## src/rtl/wdw_pkg.sv

```systemverilog
package wdw_pkg;

    // Configuration byte layout, MSB first.
    typedef struct packed {
        logic       rsvd;      // bit 7, must be zero
        logic [1:0] win;       // bits 6:5, window code
        logic       run_en;    // bit 4, counter enable
        logic [2:0] per;       // bits 3:1, period code
        logic       clk_lock;  // bit 0, low-speed clock cannot be stopped
    } cfg_t;

    localparam logic [2:0] PER_FALLBACK = 3'd7;
    localparam logic [1:0] WIN_FULL     = 2'd3;

    // Exponent of the overflow period for each period code.
    function automatic logic [4:0] per_exp(input logic [2:0] code);
        logic [4:0] e;
        case (code)
            3'd0:    e = 5'd7;
            3'd1:    e = 5'd8;
            3'd2:    e = 5'd9;
            3'd3:    e = 5'd10;
            3'd4:    e = 5'd12;
            3'd5:    e = 5'd14;
            3'd6:    e = 5'd15;
            default: e = 5'd17;
        endcase
        return e;
    endfunction

    // A byte is illegal if its reserved bit is set, or if it pairs the
    // shortest period with the narrowest window.
    function automatic logic cfg_bad(input cfg_t c);
        return c.rsvd | ((c.per == 3'd0) & (c.win == 2'd0));
    endfunction

endpackage

```

## src/rtl/wdw_cfg_latch.sv

```systemverilog
module wdw_cfg_latch
    import wdw_pkg::*;
(
    input  logic       clk,
    input  logic       rst_n,
    input  logic [7:0] cfg_byte,
    output logic       loaded_o,
    output logic       run_o,
    output logic       clk_lock_o,
    output logic [2:0] per_o,
    output logic [1:0] win_o,
    output logic       illegal_o
);

    typedef struct packed {
        logic loaded;
        cfg_t cfg;
    } state_t;

    state_t st_d, st_q;
    logic   bad;

    always_comb begin
        st_d = st_q;
        if (!st_q.loaded) begin
            st_d.loaded = 1'b1;
            st_d.cfg    = cfg_t'(cfg_byte);
        end
    end

    always_ff @(posedge clk or negedge rst_n) begin
        if (!rst_n) begin
            st_q <= '0;
        end else begin
            st_q <= st_d;
        end
    end

    always_comb begin
        bad        = st_q.loaded & cfg_bad(st_q.cfg);
        loaded_o   = st_q.loaded;
        run_o      = st_q.loaded & st_q.cfg.run_en;
        clk_lock_o = st_q.cfg.clk_lock;
        per_o      = bad ? PER_FALLBACK : st_q.cfg.per;
        win_o      = bad ? WIN_FULL     : st_q.cfg.win;
        illegal_o  = bad;
    end

    // once sampled, the configuration never changes until reset
    a_r1_cfg_frozen: assert property (@(posedge clk) disable iff (!rst_n)
        st_q.loaded |=> $stable(st_q.cfg));

endmodule

```

## src/rtl/wdw_tick_gate.sv

```systemverilog
module wdw_tick_gate (
    input  logic tick_i,
    input  logic run_i,
    input  logic clk_lock_i,
    input  logic halt_i,
    input  logic stop_i,
    input  logic stop_req_i,
    output logic tick_o
);

    logic withheld;

    always_comb begin
        // Without the lock, any low-power mode or a software stop request
        // takes the count clock away.
        withheld = ~clk_lock_i & (halt_i | stop_i | stop_req_i);
        tick_o   = tick_i & run_i & ~withheld;
    end

endmodule

```

## src/rtl/wdw_counter.sv

```systemverilog
module wdw_counter
    import wdw_pkg::*;
#(
    parameter int CNT_W = 18
) (
    input  logic       clk,
    input  logic       rst_n,
    input  logic       run_i,
    input  logic       tick_i,
    input  logic       refresh_i,
    input  logic [2:0] per_i,
    input  logic [1:0] win_i,
    output logic       wdt_rst_o
);

    typedef struct packed {
        logic [CNT_W-1:0] cnt;
        logic             rst_pulse;
    } state_t;

    state_t           st_d, st_q;
    logic [CNT_W-1:0] period;
    logic [CNT_W-1:0] quarter;
    logic [CNT_W-1:0] win_start;
    logic             early;

    always_comb begin
        period  = CNT_W'(1) << per_exp(per_i);
        quarter = period >> 2;
        case (win_i)
            2'd0:    win_start = quarter + (quarter << 1);
            2'd1:    win_start = quarter << 1;
            2'd2:    win_start = quarter;
            default: win_start = '0;
        endcase
        early = st_q.cnt < win_start;
    end

    always_comb begin
        st_d           = st_q;
        st_d.rst_pulse = 1'b0;
        if (run_i && refresh_i) begin
            // A refresh always clears; an early one also fires the reset.
            st_d.cnt       = '0;
            st_d.rst_pulse = early;
        end else if (tick_i) begin
            if (st_q.cnt == period - CNT_W'(1)) begin
                st_d.cnt       = '0;
                st_d.rst_pulse = 1'b1;
            end else begin
                st_d.cnt = st_q.cnt + CNT_W'(1);
            end
        end
    end

    always_ff @(posedge clk or negedge rst_n) begin
        if (!rst_n) begin
            st_q <= '0;
        end else begin
            st_q <= st_d;
        end
    end

    assign wdt_rst_o = st_q.rst_pulse;

    // the count never reaches the selected period
    a_r2_cnt_in_range: assert property (@(posedge clk) disable iff (!rst_n)
        st_q.cnt < period);

    // a refresh in the closed window fires the reset
    a_r5_early_refresh: assert property (@(posedge clk) disable iff (!rst_n)
        (run_i && refresh_i && (st_q.cnt < win_start)) |=> st_q.rst_pulse);

    // a refresh in the open window clears quietly
    a_r4_open_refresh: assert property (@(posedge clk) disable iff (!rst_n)
        (run_i && refresh_i && (st_q.cnt >= win_start))
            |=> (st_q.cnt == '0) && !st_q.rst_pulse);

    // a stopped watchdog holds zero and stays quiet
    a_r6_stopped_idle: assert property (@(posedge clk) disable iff (!rst_n)
        !run_i |-> (st_q.cnt == '0) && !st_q.rst_pulse);

    // without an accepted tick or refresh the count holds
    a_r7_no_tick_hold: assert property (@(posedge clk) disable iff (!rst_n)
        (!tick_i && !(run_i && refresh_i)) |=> $stable(st_q.cnt));

endmodule

```

## src/rtl/wdw_top.sv

```systemverilog
module wdw_top #(
    parameter int CNT_W = 18   // must hold 2^17
) (
    input  logic       clk,
    input  logic       rst_n,
    input  logic       lsclk_tick,
    input  logic [7:0] cfg_byte,
    input  logic       refresh,
    input  logic       halt_mode,
    input  logic       stop_mode,
    input  logic       osc_stop_req,
    output logic       wdt_reset,
    output logic       cfg_illegal
);

    logic       loaded;
    logic       run;
    logic       clk_lock;
    logic [2:0] per;
    logic [1:0] win;
    logic       cnt_tick;

    wdw_cfg_latch u_cfg (
        .clk        (clk),
        .rst_n      (rst_n),
        .cfg_byte   (cfg_byte),
        .loaded_o   (loaded),
        .run_o      (run),
        .clk_lock_o (clk_lock),
        .per_o      (per),
        .win_o      (win),
        .illegal_o  (cfg_illegal)
    );

    wdw_tick_gate u_gate (
        .tick_i     (lsclk_tick),
        .run_i      (run),
        .clk_lock_i (clk_lock),
        .halt_i     (halt_mode),
        .stop_i     (stop_mode),
        .stop_req_i (osc_stop_req),
        .tick_o     (cnt_tick)
    );

    wdw_counter #(.CNT_W(CNT_W)) u_cnt (
        .clk       (clk),
        .rst_n     (rst_n),
        .run_i     (run),
        .tick_i    (cnt_tick),
        .refresh_i (refresh),
        .per_i     (per),
        .win_i     (win),
        .wdt_rst_o (wdt_reset)
    );

    // nothing is reported before the configuration is sampled
    a_r10_quiet_before_load: assert property (@(posedge clk) disable iff (!rst_n)
        !loaded |-> !wdt_reset && !cfg_illegal);

    // with the clock locked, every tick of a running watchdog counts
    a_r8_lock_passes: assert property (@(posedge clk) disable iff (!rst_n)
        (run && clk_lock && lsclk_tick) |-> cnt_tick);

endmodule

```

## config.mk

```make
export PLATFORM = sky130hd
export DESIGN_NAME = wdw_top
export DESIGN_NICKNAME = d
export VERILOG_FILES = /design/src/rtl/wdw_pkg.sv /design/src/rtl/wdw_cfg_latch.sv /design/src/rtl/wdw_tick_gate.sv /design/src/rtl/wdw_counter.sv /design/src/rtl/wdw_top.sv
export SDC_FILE = /design/constraint.sdc
export NUM_CORES = 1
export LEC_CHECK = 0
export BUFFER_PORTS_ARGS = -buffer_cell sky130_fd_sc_hd__buf_4
export CAP_MARGIN = 10
export CORE_UTILIZATION = 25
export CTS_BUF_LIST = sky130_fd_sc_hd__clkbuf_4
export DETAILED_ROUTE_END_ITERATION = 7
export GPL_TIMING_DRIVEN = 0
export PLACE_DENSITY_LB_ADDON = 0.3
export REMOVE_ABC_BUFFERS = 1
export SLEW_MARGIN = 40
export SYNTH_ARGS = -nofsm -noshare
export SYNTH_HDL_FRONTEND = slang
export SYNTH_SLANG_ARGS = --single-unit
```

## constraint.sdc

```tcl
create_clock -name clk -period 5.6 [get_ports clk]
set_clock_uncertainty 0.2 [all_clocks]
set_input_delay 1.12 -clock clk [delete_from_list [all_inputs] [get_ports clk]]
set_output_delay 1.12 -clock clk [all_outputs]
set_load 0.02 [all_outputs]
```

==> summary.txt <==
Run
  – Max Cap Viol: 0

Timing
  – Hold WS: 327 ps
  – Final Hold Violating Endpoints: 0
  – Slew HR: 47.1%
  – Endpoints failing setup: 0
  – Worst-margin pin slew: 792 ps
  – Maximum clock frequency: 182 MHz
  – Worst Setup Slack, final: 120 ps
  – Fin crit share: 97.9%
  – Period minus WS final: 5480 ps
  – Final slew viol count: 0

Floorplanning
  – I/O pins: 17
  – Core area: 0.0133 mm2
  – Die Area: 0.0142 mm2
  – DIE WIDTH: 119 um
  – Row count: 42
  – Initial Util: 25.8%
  – Die height: 119 um

Placed design
  – DP Wirelength: 6.97 mm
  – Final GP Congestion: 0.852
  – Port-buffer cells: 16
  – DP Worst Slack: -1310 ps

Yosys
  – Proportion of synthesized flip-flops having asynchronous set or reset: 100%
  – Yosys warns: 0
  – Yosys reg bits: 28
  – Mapped Avg Cell Area: 8.35 um2
  – Main synth FF type: dfrtp_1
  – Post-synth cell types: 60
  – Sequential cell area fraction in the yosys report: 20.4%
  – Synth top area share: 20.4%
  – Synth area leader: dfrtp_1
  – Top cells by area, synth: dfrtp_1 (20%), ha_1 (18%), xnor2_1 (3.8%)
  – Number of enable flip-flop cells after synthesis: 0
  – Mapped Cells: 411
  – Cell area after synthesis: 0.00343 mm2

Finish
  – Fillers: 1,377
  – ANT cells: 0
  – Share of cells above drive strength 1: 22.5%
  – Nets: 522
  – Area Overhead vs Synth: 22.1%

Pwr
  – Worst VDD drop: 0.0000831 V
  – Pwr Density: 181 mW/mm2
  – Leak Pwr: 1.78 nW

Drt
  – Antenna Nets Post-Route: 0
  – Wire per inst: 14.9 um
  – # DRC: 0
  – Vias/cell: 5.07
  – Routed Wire Length: 9.40 mm
  – Initial DRT Pass Iterations: 4
  – DRT iter0 DRCs: 152
  – Via count: 3,196

Global routing
  – Largest net degree at the start of global routing: 29
  – GRT Util Overall: 13.4%
  – Congestion Overflow GR: 0
  – Vias in the first global route: 3,169
  – First-pass GRT wire length: 15.6 mm
  – Initial antenna violation count: 0

Run status
  – Status: complete, no violations

Setup path
  – CP arrival: 5550 ps
  – Crit Path Class: flop to flop
  – Crit path max fanout: 7
  – CP Capture Type: flop
  – Nature of the critical path startpoint: flop
  – Req. time, crit path: 5670 ps

Clocking
  – Inserted Clock Buffers: 3
  – Clock slew at the register clock pins of the worst setup and hold paths: 180 ps
  – Worst-skew pair later-pin latency: 340 ps
  – # clock sinks: 28
  – CTS tree: built
  – CTS root buffer: clkbuf_4
  – CTS Buffer Depth: 2
  – H-tree levels: 1
  – CTS Hold Bufs: 0

Worst hold path
  – Worst min path class: flop to flop
[per-stage QoR]
stage                     utilization [%]  std cells  setup TNS (ps)  cell area (um2)  power (mW)
after detailed placement             28.4        604           -1310             3780       0.545
final                                31.5        630               0             4190       0.759
after floorplan                         -        409            -316             3410       0.460
after global routing                 31.5        630           -21.3             4190       0.812
after CTS                            30.3        619               0             4030       0.728
after global placement               28.2        601           -1200             3750       0.538
[report_power, final]
group | internal (mW) | total, mW | switching, mW
logic | 0.175 | 0.399 | 0.224
clock network | 0.0724 | 0.138 | 0.0660
registers | 0.212 | 0.221 | 0.00973
total | 0.459 | 0.759 | 0.300
[cells in the final DEF, fill, tap and decap left out, drive strengths merged, types with 5 or more instances in the layout]
cell type  Yosys  layout
dfrtp         28      28
nor2          32      32
a21o           7       7
nand2b         6       6
xor2          10      10
mux2           6       6
ha            50      50
and3           9       9
nor4           5       5
nand3         22      22
nor2b          8       8
xnor2         15      15
nand2         31      31
a21oi         14      14
a222oi         8       8
a31oi         20      20
o21ai         20      20
a22oi          8       8
nor3          17      17
inv           20      19
buf            5      41
conb           2      15
o211ai         8       8
[kinds of logic (layout without fill, tap and decap cells)]
logic type | Yosys count | in the layout | synth area share, %
and+or+nand+nor | 150 | 150 | 23.2
AOI/OAI and AO/OA | 112 | 112 | 23.8
adders and majority gates | 52 | 52 | 19.4
buffers and inverters | 35 | 65 | 4.34
DFF | 28 | 28 | 20.4
xor gates and xnor gates | 25 | 25 | 6.38
muxes | 7 | 7 | 2.26
other | 2 | 15 | 0.219
[cell type report]
type | count | area, um2 | share of cell area (%)
inverters | 20 | 78.8 | 1.88
clock inverters | 1 | 30.0 | 0.716
well taps | 176 | 220 | 5.25
clock buffers | 3 | 22.5 | 0.537
repair buffers | 41 | 303 | 7.22
flip-flops and latches | 28 | 707 | 16.9
multi-input cells | 361 | 2830 | 67.5
[registers in the layout, summed over array words and instances, names as in the netlist]
name and flops:
u_cfg.st_q 7, u_cfg.loaded_o 1, u_cnt.wdt_rst_o 1, u_cfg.clk_lock_o 1, u_cnt.st_q 18
[critical path: stages (launching register included)]
cell,delay (ps)
dfrtp_2,450
buf_4,170
nor3b_2,180
a211o_4,350
fa_2,650
nor2b_4,210
and3_4,250
clkinvlp_4,150
ha_4,320
nor3_2,50
nor2_1,140
nand2_1,110
o211ai_1,240
a21oi_1,120
xnor2_1,140
a222oi_1,480
ha_1,340
buf_4,150
a2111oi_4,320
o41ai_2,150
o211ai_1,100
o2bb2ai_1,130
[cells in the mapped netlist, types with 4 or more instances]
cell and number:
clkbuf_1 9, xor2_1 10, a22oi_1 8, nand2b_1 6, nor3_1 16, and2_1 4
nor2_1 32, a21oi_1 14, or3_1 4, a31oi_1 20, dfrtp_1 28, xnor2_1 15
a222oi_1 8, nand3_1 22, o21ai_0 19, nor2b_1 8, ha_1 50, nand2_1 31
o211ai_1 7, and3_1 9, inv_1 20, mux2_2 6, a21o_1 7
[repair_timing]
item,4_1_cts,5_1_grt
endpoints found under the setup margin,1,1
pin swaps,7,12
buffers inserted,11,11
gates resized for setup,27,21
hold endpoints to repair,0,0
gates cloned,0,0
[per-layer routing]
layer / vias up / GRT usage, % / share of wire, %
met5: - / 0 / 0
met4: 0 / 1.82 / 0.79
met3: 6 / 0.575 / 1.6
met2: 34 / 22.2 / 47
met1: 1540 / 19.4 / 50
li1: 1616 / - / -
[final timing paths]
check / end / from / slack [ps] / cells past startpoint
setup reg to reg: u_cnt.wdt_rst_o / u_cfg.loaded_o / 120 / 21
hold / removal: u_cfg.clk_lock_o / u_cfg.clk_lock_o / 330 / 1
hold reg to reg: u_cfg.clk_lock_o / u_cfg.clk_lock_o / 330 / 1
min in group asynchronous: u_cfg.st_q[7] / rst_n / 460 / 1
max in group asynchronous: u_cnt.st_q[6] / rst_n / 4450 / 1
setup / recovery: u_cnt.wdt_rst_o / u_cfg.loaded_o / 120 / 21
No activity file was read; power rests on OpenSTA's default activity.
